$ cat config.mk
export PLATFORM = sky130hd
export DESIGN_NAME = branch_hazard_ctrl
export DESIGN_NICKNAME = d
export VERILOG_FILES = /design/src/rtl/bhc_pkg.sv /design/src/rtl/bhc_track.sv /design/src/rtl/bhc_decide.sv /design/src/rtl/bhc_lost_ctr.sv /design/src/rtl/branch_hazard_ctrl.sv
export SDC_FILE = /design/constraint.sdc
export NUM_CORES = 1
export LEC_CHECK = 0
export CAP_MARGIN = 25
export CORE_MARGIN = 2
export CORE_UTILIZATION = 50
export CTS_CLUSTER_SIZE = 25
export DETAILED_ROUTE_END_ITERATION = 6
export DONT_BUFFER_PORTS = 1
export PLACE_DENSITY = 0.69
export SYNTH_ARGS = -nofsm -noshare
export SYNTH_HDL_FRONTEND = slang
export SYNTH_HIERARCHICAL = 1
export SYNTH_SLANG_ARGS = --single-unit
$ cat constraint.sdc
create_clock -name clk -period 4.3 [get_ports clk]
set_input_delay 0.86 -clock clk [delete_from_list [all_inputs] [get_ports clk]]
set_output_delay 0.86 -clock clk [all_outputs]
set_load 0.02 [all_outputs]
$ cat src/rtl/bhc_pkg.sv
// Shared encodings for the branch hazard control unit.
// Assumes: policy codes are fixed at elaboration; pc_sel codes are decoded by the fetch mux.
package bhc_pkg;

    localparam logic [1:0] POL_FREEZE = 2'd0;
    localparam logic [1:0] POL_NT     = 2'd1;
    localparam logic [1:0] POL_TAKEN  = 2'd2;
    localparam logic [1:0] POL_DIR    = 2'd3;

    typedef enum logic [1:0] {
        SEL_SEQ     = 2'd0,
        SEL_PRED    = 2'd1,
        SEL_FIX_TGT = 2'd2,
        SEL_FIX_SEQ = 2'd3
    } pc_sel_e;

    // Static guess for a decoded branch under the given policy.
    function automatic logic guess_taken(input logic [1:0] pol, input logic neg);
        case (pol)
            POL_TAKEN: return 1'b1;
            POL_DIR:   return neg;
            default:   return 1'b0;
        endcase
    endfunction

endpackage

$ cat src/rtl/bhc_track.sv
// Follows the unit's own branches from decode through execute to memory,
// with their static guesses, and records which decode/execute slots hold bubbles.
// Assumes: the pipeline advances every cycle apart from this unit's own flushes.
module bhc_track
    import bhc_pkg::*;
#(
    parameter logic [1:0] POLICY = POL_NT
) (
    input  logic clk,
    input  logic rst_n,
    input  logic id_is_branch,
    input  logic id_offset_neg,
    input  logic flush_ifid,
    input  logic flush_idex,
    input  logic flush_exmem,
    output logic id_br_ok,
    output logic id_pred,
    output logic ex_br,
    output logic mem_br,
    output logic mem_pred,
    output logic id_bub,
    output logic ex_bub
);

    logic ex_pred;

    // Decode flag counts only when decode holds a real instruction.
    always_comb begin
        id_br_ok = id_is_branch && !id_bub;
        id_pred  = guess_taken(POLICY, id_offset_neg);
    end

    // Advance branch tags and bubble shadows one stage per cycle.
    always_ff @(posedge clk) begin
        if (!rst_n) begin
            ex_br    <= 1'b0;
            ex_pred  <= 1'b0;
            mem_br   <= 1'b0;
            mem_pred <= 1'b0;
            id_bub   <= 1'b0;
            ex_bub   <= 1'b0;
        end else begin
            ex_br    <= id_br_ok && !flush_idex;
            ex_pred  <= id_pred;
            mem_br   <= ex_br && !flush_exmem;
            mem_pred <= ex_pred;
            id_bub   <= flush_ifid;
            ex_bub   <= id_bub || flush_idex;
        end
    end

endmodule

$ cat src/rtl/bhc_decide.sv
// Combinational policy decision: redirect on resolution, hold under freeze,
// steer to the decoded destination on a taken guess.
// Assumes: a redirect from memory outranks any decode-stage action.
module bhc_decide
    import bhc_pkg::*;
#(
    parameter logic [1:0] POLICY = POL_NT
) (
    input  logic       id_br_ok,
    input  logic       id_pred,
    input  logic       ex_br,
    input  logic       mem_br,
    input  logic       mem_pred,
    input  logic       mem_taken,
    output logic [1:0] pc_sel,
    output logic       fetch_stall,
    output logic       flush_ifid,
    output logic       flush_idex,
    output logic       flush_exmem
);

    localparam bit IS_FREEZE = (POLICY == POL_FREEZE);

    logic    redirect;
    logic    hold;
    logic    steer;
    pc_sel_e sel;

    // Pick the action for this cycle from the tracked branch positions.
    always_comb begin
        redirect = mem_br && (IS_FREEZE || (mem_pred != mem_taken));
        hold     = IS_FREEZE && (id_br_ok || ex_br) && !redirect;
        steer    = !IS_FREEZE && id_br_ok && id_pred && !redirect;
        sel      = SEL_SEQ;
        if (redirect)
            sel = mem_taken ? SEL_FIX_TGT : SEL_FIX_SEQ;
        else if (steer)
            sel = SEL_PRED;
        pc_sel      = sel;
        fetch_stall = hold;
        flush_ifid  = redirect || hold || steer;
        flush_idex  = redirect;
        flush_exmem = redirect;
    end

endmodule

$ cat src/rtl/bhc_lost_ctr.sv
// Counts fetch slots thrown away; a flush on a slot that is already a bubble costs nothing.
// Assumes: the bubble shadows come from bhc_track and wrap-around of the count is acceptable.
module bhc_lost_ctr #(
    parameter int CW = 16
) (
    input  logic          clk,
    input  logic          rst_n,
    input  logic          flush_ifid,
    input  logic          flush_idex,
    input  logic          flush_exmem,
    input  logic          id_bub,
    input  logic          ex_bub,
    output logic [CW-1:0] lost_cycles
);

    logic [1:0] step;

    // Number of real instructions discarded this cycle.
    always_comb begin
        step = {1'b0, flush_ifid}
             + {1'b0, flush_idex && !id_bub}
             + {1'b0, flush_exmem && !ex_bub};
    end

    // Accumulate discarded slots.
    always_ff @(posedge clk) begin
        if (!rst_n) lost_cycles <= '0;
        else        lost_cycles <= lost_cycles + CW'(step);
    end

endmodule

$ cat src/rtl/branch_hazard_ctrl.sv
// Top of the branch hazard control unit: branch tracking, policy decision,
// redirect address choice and wasted-slot counter.
// Assumes: branches resolve in the memory stage; comparator and adders live elsewhere.
module branch_hazard_ctrl
    import bhc_pkg::*;
#(
    parameter logic [1:0] POLICY = POL_NT,
    parameter int         AW     = 32,
    parameter int         CW     = 16
) (
    input  logic          clk,
    input  logic          rst_n,
    input  logic          id_is_branch,
    input  logic          id_offset_neg,
    input  logic          mem_taken,
    input  logic [AW-1:0] mem_target,
    input  logic [AW-1:0] mem_link_pc,
    output logic [1:0]    pc_sel,
    output logic [AW-1:0] redirect_pc,
    output logic          fetch_stall,
    output logic          flush_ifid,
    output logic          flush_idex,
    output logic          flush_exmem,
    output logic [CW-1:0] lost_cycles
);

    logic id_br_ok, id_pred, ex_br, mem_br, mem_pred, id_bub, ex_bub;

    bhc_track #(.POLICY(POLICY)) u_track (
        .clk          (clk),
        .rst_n        (rst_n),
        .id_is_branch (id_is_branch),
        .id_offset_neg(id_offset_neg),
        .flush_ifid   (flush_ifid),
        .flush_idex   (flush_idex),
        .flush_exmem  (flush_exmem),
        .id_br_ok     (id_br_ok),
        .id_pred      (id_pred),
        .ex_br        (ex_br),
        .mem_br       (mem_br),
        .mem_pred     (mem_pred),
        .id_bub       (id_bub),
        .ex_bub       (ex_bub)
    );

    bhc_decide #(.POLICY(POLICY)) u_decide (
        .id_br_ok   (id_br_ok),
        .id_pred    (id_pred),
        .ex_br      (ex_br),
        .mem_br     (mem_br),
        .mem_pred   (mem_pred),
        .mem_taken  (mem_taken),
        .pc_sel     (pc_sel),
        .fetch_stall(fetch_stall),
        .flush_ifid (flush_ifid),
        .flush_idex (flush_idex),
        .flush_exmem(flush_exmem)
    );

    bhc_lost_ctr #(.CW(CW)) u_lost (
        .clk        (clk),
        .rst_n      (rst_n),
        .flush_ifid (flush_ifid),
        .flush_idex (flush_idex),
        .flush_exmem(flush_exmem),
        .id_bub     (id_bub),
        .ex_bub     (ex_bub),
        .lost_cycles(lost_cycles)
    );

    // Repair address follows the resolved outcome.
    always_comb redirect_pc = mem_taken ? mem_target : mem_link_pc;

endmodule

==> results.md, run 1 <==
- Post-Synthesis Cells: 147
- Gr busiest metal: met2
- Initial core utilization: 0.521
- Final GP Congestion: between 0.8 and 0.9
- Largest family of logic cells by synthesized area: multiplexers
- Final min period: 3.23 ns
- Final Hold Fails: 0
- Status: completed
- Grt met2 use: 0.342
- Largest net degree at the start of global routing: 36
- Measured slew at the worst slew-check pin: 0.525 ns
- Post-Synth XOR/XNOR Area: 0.0666
- IO buf count: 0
- Adder-cell share of the synthesized area: 0.0412
- First-pass GRT wire length: 4.99 mm
- Post_cts resized: 0
- Buf+Inv Stages, Crit Path: 3
- Via count: 1026
- Cell breakdown of the critical path: xnor2_1 -> nor2_2 -> buf_4 -> nand2b_1 -> inv_1 -> fa_1 -> inv_1 -> ha_1 -> fa_1 -> nand2_1 -> nor3_1 -> xor2_1 -> and2_1
- IO Count: approximately 120
- Seq. cell area: 400 sq um
- CTS tree: built
- Synth unique cells: 37
- Total GRT Usage: 0.194
- Mapped Avg Cell Area: approximately 11 sq um
- CTS root buf: clkbuf_4
- Critical Path RT: 4.50 ns
- CP Max Fanout: 35
- Layout cells sized above 1: 0.306
- Met1 Use GR: 0.219
- Residual DRC: 0
- Clk sinks: 20
- Global route total overflow: 0
- Yosys reg bits: 20
- Crit path max-delay family: adder cells
- Warnings, synthesis: 6
- Inserted Clock Buffers: 3
- Routed wire length: around 3.7 mm
- F_max: slightly above 300 MHz
- Max VDD drop: 170 uV
- Vias per cell: 5.46
- Die Y-Extent: 60.2 microns
- Setup TNS: 0 ns
- Area growth, synth to finish: 0.872%
- Mux cell area share after synthesis: 0.306
- Pre-CTS setup slack: ~0.75 ns
- Final setup fails: 0
- Wire per inst: 19.9 microns
- Unrepaired setup endpoints after global routing: false
- Setup slack, reg-to-reg: 1.25 ns
- Final clock skew: 0.0116 ns
- Worst EP arrival: between 3 and 4 ns
- H-tree Lvls: 1
- Max incr delay on CP: 0.54 ns
- P_leak: 0.714 nW
- Final worst slack: 1.07 ns
- Number of diodes: 0
- Slowest-stage cell, CP: fa_1
- Synth Area in Compound Gates: 0.0349
- Core area: 3030 sq um
- Row count: 20
- Max transition margin: 0.650
- Fin nets: 218
- Worst-Skew Late Latency: ~0.30 ns
- WS Path Type: in2reg
- Area share of and/or/nand/nor cells after synthesis: 0.198
- Setup crit end kind: flip-flop
- Max_cap viols: 0
- Postcts setup bufs: 0
- Fin Hold WS: roughly 0.49 ns
- Iteration count of the initial detailed-routing pass: 4
- Slew Limit Fails: 0
- # hold bufs at CTS: 0
- Final worst-path cycle share: 0.752
- Fillers: roughly 280
- Power density cells: ~290 nW/um^2
- Crit start category: input pin
- Type of the most critical hold path: reg2reg
- Die footprint: 3620 sq um
- Routed Antenna Nets: 0
- Grt met3 use: 0.0584
- Area of the multi-input gates: 1030 sq um
- Die W: between 60 and 70 microns
- Initial DRC count: 17
- Vias in the first global route: 983
- Synth Cell Area: about 1600 sq um
- Hpwl dp: 3.09 mm
- Initial antenna violation count: 0
- Clk buf depth: 2
- Clock transition at path regs: 0.11 ns
- Seq/Total Area, Yosys: 0.254
## per-layer routing
layer / vias to the layer above / wire length, microns
met5: - / 0
met3: 4 / 395
met4: 0 / 31
met2: 60 / 1890
li1: 485 / -
met1: 477 / 1410
## registers in the layout, summed over array words and instances (netlist names)
register,cells
u_lost/lost_cycles,16
u_track/mem_br,1
u_track/id_bub,1
u_track/ex_bub,1
u_track/ex_br,1
## layout make-up
type                    instances  share of cell area
repair buffers                  2             0.00943
well taps                      44              0.0346
clock buffers                   3              0.0141
inverters                      10              0.0236
flip-flops and latches         20               0.251
multi-input cells             108               0.648
clock inverters                 1              0.0189
## stage by stage
stage	instances	util	total power [W]	area, sq um
after floorplan	148	-	0.000313	1580
after global placement	184	0.509	0.000306	1540
after detailed placement	184	0.509	0.000309	1540
after CTS	188	0.526	0.000464	1590
after global routing	188	0.526	0.000482	1590
final	188	0.526	0.000459	1590
## final timing paths
check	startpoint	cells past startpoint	to
min	u_track/ex_br$_SDFF_PN0_	1	u_track/mem_br$_SDFF_PN0_
min reg2reg	u_track/ex_br$_SDFF_PN0_	1	u_track/mem_br$_SDFF_PN0_
max reg2reg	u_track/mem_br$_SDFF_PN0_	13	u_lost/lost_cycles[10]$_SDFF_PN0_
max	mem_taken	13	u_lost/lost_cycles[10]$_SDFF_PN0_
## cells in the mapped netlist (all sizes together)
cell type / number / area, sq um
a21oi: 3 / 15.0
buf: 9 / 109
nand2b: 3 / 18.8
o21a: 2 / 15.0
mux2: 32 / 473
nand4: 2 / 27.5
nand3: 5 / 25.0
nor2b: 3 / 18.8
and3b: 1 / 8.76
nor4: 4 / 43.8
nand2: 5 / 18.8
conb: 2 / 7.51
nor2: 3 / 13.8
and2b: 1 / 7.51
nor3: 5 / 30.0
and2: 12 / 75.1
and3: 1 / 6.26
dfxtp: 20 / 400
clkbuf: 1 / 3.75
o21ai: 2 / 10.0
inv: 10 / 37.5
mux2i: 1 / 10.0
or3: 1 / 6.26
and4bb: 1 / 12.5
a21o: 1 / 7.51
fa: 2 / 40.0
xnor2: 7 / 61.3
ha: 2 / 25.0
a21boi: 1 / 7.51
xor2: 5 / 43.8
## cell usage in the layout (no fill, tap or decap), drive strengths merged, types with 4 or more instances in the layout
cell type | synthesis | layout
nor3 | 5 | 5
nor4 | 4 | 4
mux2 | 32 | 32
nand2 | 5 | 5
and2 | 12 | 12
inv | 10 | 10
nand3 | 5 | 5
xnor2 | 7 | 7
xor2 | 5 | 5
dfxtp | 20 | 20
## power by group
part | switching (W) | internal, W | leakage [nW] | total [W]
clock | 0.0000605 | 0.0000942 | 0.0279 | 0.000155
combinational | 0.0000588 | 0.0000476 | 0.525 | 0.000106
sequential | 0.00000754 | 0.000190 | 0.162 | 0.000198
## worst reg2reg max path, delay by kind of cell (launching register included)
kind / cells / cell delay, ns
flops: 1 / 0.35
simple gates: 5 / 0.90
xor+xnor: 1 / 0.14
buf+inv: 4 / 0.40
fa+ha+maj: 3 / 1.18
## cells by family after synthesis
logic type      count (synthesis)
compound gates                  9
xor+xnor                       12
fa+ha+maj                       4
buf+inv                        20
flops                          20
mux                            33
other cells                     2
simple gates                   47
No activity file was read; power rests on OpenSTA's default activity.
==> run 2: changes to the inputs <==
--- a/config.mk
+++ b/config.mk
@@ -11,7 +11,7 @@
 export CTS_CLUSTER_SIZE = 25
 export DETAILED_ROUTE_END_ITERATION = 6
 export DONT_BUFFER_PORTS = 1
-export PLACE_DENSITY = 0.69
+export PLACE_DENSITY = 0.72
 export SYNTH_ARGS = -nofsm -noshare
 export SYNTH_HDL_FRONTEND = slang
 export SYNTH_HIERARCHICAL = 1
==> constraint.sdc (replaced) <==
create_clock -name clk -period 2.7 [get_ports clk]
set_input_delay 0.54 -clock clk [delete_from_list [all_inputs] [get_ports clk]]
set_output_delay 0.54 -clock clk [all_outputs]
set_load 0.02 [all_outputs]
==> run 2 against run 1 <==
Wire length grew 2.4%; non-clock buffer count grew 3; sequential share of layout area shrank 1.4 points; die area is the same; highest routed layer unchanged; cell count grew 1.6%; hold slack lost 0.14 ns.
==> results.md, run 2 (same netlist as run 1, synthesis figures left out) <==
- Post-layout util: 0.556 (+0.0302)
- Hpwl dp: 3.17 mm (+2.4%)
- IO Count: 123 (unchanged)
- Worst EP arrival: 2.66 ns (-0.78 ns)
- Largest net degree at the start of global routing: 36 (unchanged)
- Type of the most critical hold path: in2reg
- Final GP Congestion: 0.840 (-6.2%)
- Inserted Clock Buffers: 3 (unchanged)
- Final Hold Fails: 0 (unchanged)
- Fin Hold WS: 0.354 ns (-0.135 ns)
- Crit start category: flip-flop
- Fillers: 275 (-2.1%)
- Iteration count of the initial detailed-routing pass: 4 (unchanged)
- First-pass GRT wire length: 5.20 mm (+4.1%)
- Postcts setup bufs: 0 (unchanged)
- H-tree Lvls: 1 (unchanged)
- Clk sinks: 20 (unchanged)
- Clk buf depth: 2 (unchanged)
- Unrepaired setup endpoints after global routing: false
- F_max: 405 MHz
- Row count: 20 (unchanged)
- Number of diodes: 0 (unchanged)
- Area growth, synth to finish: 6.66%
- Wire per inst: 20.0 microns (+0.80%)
- Max VDD drop: 241 uV (+42%)
- Core area: 3030 sq um (unchanged)
- Clock transition at path regs: 0.12 ns (about the same)
- Max FFs per register: 16 (unchanged)
- Post_cts resized: 0 (unchanged)
- Setup crit end kind: flip-flop
- Initial core utilization: 0.521 (unchanged)
- Initial antenna violation count: 0 (unchanged)
- Largest Register: u_lost/lost_cycles
- Max_cap viols: 0 (unchanged)
- Final worst slack: 0.229 ns (-0.837 ns)
- Final clock skew: 0.0147 ns (+0.00310 ns)
- Routed wire length: 3.82 mm (+2.4%)
- Final min period: 2.47 ns
- Worst-Skew Late Latency: 0.29 ns (about the same)
- Residual DRC: 0 (unchanged)
- Vias in the first global route: 1010 (+2.7%)
- Die footprint: 3620 sq um (unchanged)
- Die Y-Extent: 60.2 microns (unchanged)
- Die W: 60.2 microns (unchanged)
- Total GRT Usage: 0.198 (+0.00391)
- Global route total overflow: 0 (unchanged)
- P_leak: 0.780 nW (+9.1%)
- Pre-CTS setup slack: 0.00501 ns (-0.745 ns)
- # hold bufs at CTS: 0 (unchanged)
- Final setup fails: 0 (unchanged)
- Power density cells: 392 nW/um^2 (+36%)
- Commonest non-fill, non-tap cell in the layout: mux2_4
- CTS root buf: clkbuf_4
- Slew Limit Fails: 0 (unchanged)
- Routed Antenna Nets: 0 (unchanged)
- Layout cells sized above 1: 0.388 (+0.0822)
- Initial DRC count: 27 (+10)
- Status: completed
- Final worst-path cycle share: 0.915
- Most frequent cells in the layout: mux2_4 (30), dfxtp_1 (20), and2_1 (12)
- Vias per cell: 5.55 (+1.7%)
- Critical Path RT: 2.88 ns (-1.62 ns)
- CP Max Fanout: 6 (-83%)
- Via count: 1060 (+3.3%)
- Fin nets: 221 (+1.4%)
- IO buf count: 0 (unchanged)
- WS Path Type: reg2reg
- CTS tree: built
## run 2: where the power goes
part	internal, W	switching, W
clock network	0.0000821	0.0000853
registers	0.000303	0.0000120
logic	0.0000834	0.0000938
total	0.000468	0.000191
## run 2: critical path, stage by stage, from the launching register on
cell and delay, ns:
dfxtp_1 0.35, inv_1 0.07, nor2_4 0.15, nand2b_4 0.16, inv_2 0.03, fa_1 0.47, inv_1 0.04, ha_2 0.19
fa_2 0.39, nand2_4 0.15, nor4_4 0.05, xor2_1 0.15, and2_1 0.15
## run 2: path summary, 6_finish.rpt
check / cells after the start / from / end / slack, ns
setup / recovery: 12 / u_track/mem_br$_SDFF_PN0_ / u_lost/lost_cycles[12]$_SDFF_PN0_ / 0.23
hold reg to reg: 1 / u_track/ex_br$_SDFF_PN0_ / u_track/mem_br$_SDFF_PN0_ / 0.50
setup reg to reg: 12 / u_track/mem_br$_SDFF_PN0_ / u_lost/lost_cycles[12]$_SDFF_PN0_ / 0.23
hold / removal: 1 / rst_n / u_track/ex_bub$_SDFF_PN0_ / 0.35
## run 2: area by class of cell
class | count | area (sq um) | area share
flip-flops and latches | 20 | 400 | 0.238
well taps | 44 | 55.1 | 0.0327
inverters | 10 | 37.5 | 0.0223
repair buffers | 5 | 37.5 | 0.0223
clock buffers | 4 | 36.3 | 0.0215
multi-input cells | 108 | 1120 | 0.663
## run 2: per-layer routing
metal | vias to the layer above | track usage | routed length [microns]
li1 | 488 | - | -
met1 | 505 | 0.238 | 1450
met2 | 65 | 0.342 | 1890
met3 | 2 | 0.0649 | 472
met4 | 0 | 0.0381 | 13
met5 | - | 0 | 0
## run 2: per-stage QoR
step | cell area [sq um] | cells | power (W) | setup TNS, ns
floorplan | 1670 | 148 | 0.000507 | -0.157
global placement | 1650 | 187 | 0.000496 | 0
detailed placement | 1650 | 187 | 0.000499 | 0
CTS | 1680 | 191 | 0.000668 | 0
global route | 1680 | 191 | 0.000694 | 0
finish | 1680 | 191 | 0.000660 | 0
==> run 3: changes to the inputs <==
--- a/config.mk
+++ b/config.mk
@@ -6,7 +6,6 @@
 export NUM_CORES = 1
 export LEC_CHECK = 0
 export CAP_MARGIN = 25
-export CORE_MARGIN = 2
 export CORE_UTILIZATION = 50
 export CTS_CLUSTER_SIZE = 25
 export DETAILED_ROUTE_END_ITERATION = 6
==> run 3 against run 2 <==
Global-route usage grew 2.9 points; power grew 1.1%; critical path type unchanged; largest cell class unchanged; highest routed layer unchanged; non-clock buffer count shrank 1.
==> results.md, run 3 (same netlist as run 1, synthesis figures left out) <==
- Status: completed
- Layout cells sized above 1: 0.384 (-0.00419)
- Min-delay src: rst_n
- Vias in the first global route: 1065 (+5.4%)
- Fin nets: 220 (-0.45%)
- Iteration count of the initial detailed-routing pass: 4 (unchanged)
- Final std cells w/o fill: 190 (-0.52%)
- Crit start category: flip-flop
- Final min period: 2.51 ns (+0.0407 ns)
- Setup TNS: 0 ns (unchanged)
- Final GP Congestion: 0.813 (-3.2%)
- CTS tree: built
- Global route total overflow: 0 (unchanged)
- Vias per cell: 5.37 (-3.2%)
- Inserted Clock Buffers: 3 (unchanged)
- F_max: 398 MHz (-1.6%)
- Type of the most critical hold path: in2reg
- Die W: 58.2 microns (-3.3%)
- Setup crit end kind: flip-flop
- Core area: 3030 sq um (unchanged)
- Slew Limit Fails: 0 (unchanged)
- Total power: 0.000667 W (+1.1%)
- First-pass GRT wire length: 5.58 mm (+7.3%)
- Final clock skew: 0.0172 ns (+0.00246 ns)
- H-tree Lvls: 1 (unchanged)
- Critical Path RT: 2.90 ns (+0.02 ns)
- CP Max Fanout: 6 (unchanged)
- IO buf count: 0 (unchanged)
- Routed Antenna Nets: 0 (unchanged)
- # hold bufs at CTS: 0 (unchanged)
- Post-Place Cells: 186 (-0.53%)
- Max FFs per register: 16 (unchanged)
- Commonest non-fill, non-tap cell in the layout: mux2_4
- Max VDD drop: 211 uV (-12%)
- Fillers: 251 (-8.7%)
- Power density cells: 398 nW/um^2 (+1.6%)
- Origin of the critical flop-to-flop path: u_track/mem_br$_SDFF_PN0_
- Worst-Skew Late Latency: 0.31 ns (+0.02 ns)
- Clock transition at path regs: 0.12 ns (about the same)
- Post_cts resized: 0 (unchanged)
- Final Hold Fails: 0 (unchanged)
- Postcts setup bufs: 0 (unchanged)
- CTS root buf: clkbuf_4
- Unrepaired setup endpoints after global routing: false
- Die Y-Extent: 58.2 microns (-3.3%)
- Row count: 20 (unchanged)
- Routed wire length: 3.88 mm (+1.4%)
- Residual DRC: 0 (unchanged)
- Clk sinks: 20 (unchanged)
- Number of diodes: 0 (unchanged)
- Clk buf depth: 2 (unchanged)
- Initial antenna violation count: 0 (unchanged)
- Hpwl dp: 3.13 mm (-1.1%)
- Initial DRC count: 33 (+22%)
- Worst EP arrival: 2.71 ns (+0.05 ns)
- Initial core utilization: 0.521 (unchanged)
- P_leak: 0.774 nW (-0.70%)
- Total GRT Usage: 0.226 (+0.0285)
- Final worst-path cycle share: 0.930 (+0.0151)
- Worst setup startpoint: u_track/mem_br$_SDFF_PN0_
- Largest net degree at the start of global routing: 36 (unchanged)
- Final setup fails: 0 (unchanged)
- Max_cap viols: 0 (unchanged)
- Most frequent cells in the layout: mux2_4 (30), dfxtp_1 (20), and2_1 (12)
- WS Path Type: reg2reg
- Largest Register: u_lost/lost_cycles
- Die footprint: 3390 sq um (-6.5%)
- IO Count: 123 (unchanged)
- Area growth, synth to finish: 6.18%
- Wire per inst: 20.4 microns (+1.9%)
- Via count: 1021 (-3.7%)
run 3: per-layer routing:
layer / up-vias / routed length [microns] / GRT usage
met5: - / 0 / 0
met2: 51 / 1870 / 0.369
li1: 487 / - / -
met3: 2 / 419 / 0.0960
met1: 481 / 1570 / 0.267
met4: 0 / 19 / 0.0748
run 3: metrics by stage:
step                cell area, sq um  hold slack, ns  worst slack (ns)  utilization
finish                          1680           0.343             0.189        0.554
floorplan                       1670           0.448           -0.0448            -
global route                    1680           0.330            0.0247        0.554
detailed placement              1640           0.463           -0.0435        0.542
global placement                1640           0.454            0.0462        0.542
CTS                             1680           0.332             0.174        0.554
run 3: worst max-delay path, cell delays in order (launching register included):
cell and delay, ns:
dfxtp_1 0.35, inv_1 0.07, nor2_4 0.16, nand2b_4 0.16, inv_2 0.03, fa_1 0.43, inv_1 0.07, ha_2 0.19
fa_2 0.27, nand2_4 0.11, nor4_4 0.31, xnor2_1 0.09, and2_1 0.15
run 3: worst paths after layout:
check	endpoint	slack, ns	depth (start not counted)
max	u_lost/lost_cycles[14]$_SDFF_PN0_	0.19	12
min	u_track/ex_bub$_SDFF_PN0_	0.34	1
max reg2reg	u_lost/lost_cycles[14]$_SDFF_PN0_	0.19	12
min reg2reg	u_track/mem_br$_SDFF_PN0_	0.50	1
run 3: power by group:
group          switching (W)  internal (W)  leakage [nW]
Sequential         0.0000120      0.000303         0.162
Combinational      0.0000936     0.0000829         0.591
Clock              0.0000931     0.0000823        0.0210
Total               0.000199      0.000468         0.774
run 3: area by class of cell:
class / instances / area (sq um) / share of cell area
flip-flops and latches: 20 / 400 / 0.239
inverters: 10 / 37.5 / 0.0224
repair buffers: 4 / 30.0 / 0.0179
clock buffers: 4 / 36.3 / 0.0216
multi-input cells: 108 / 1120 / 0.666
well taps: 44 / 55.1 / 0.0328
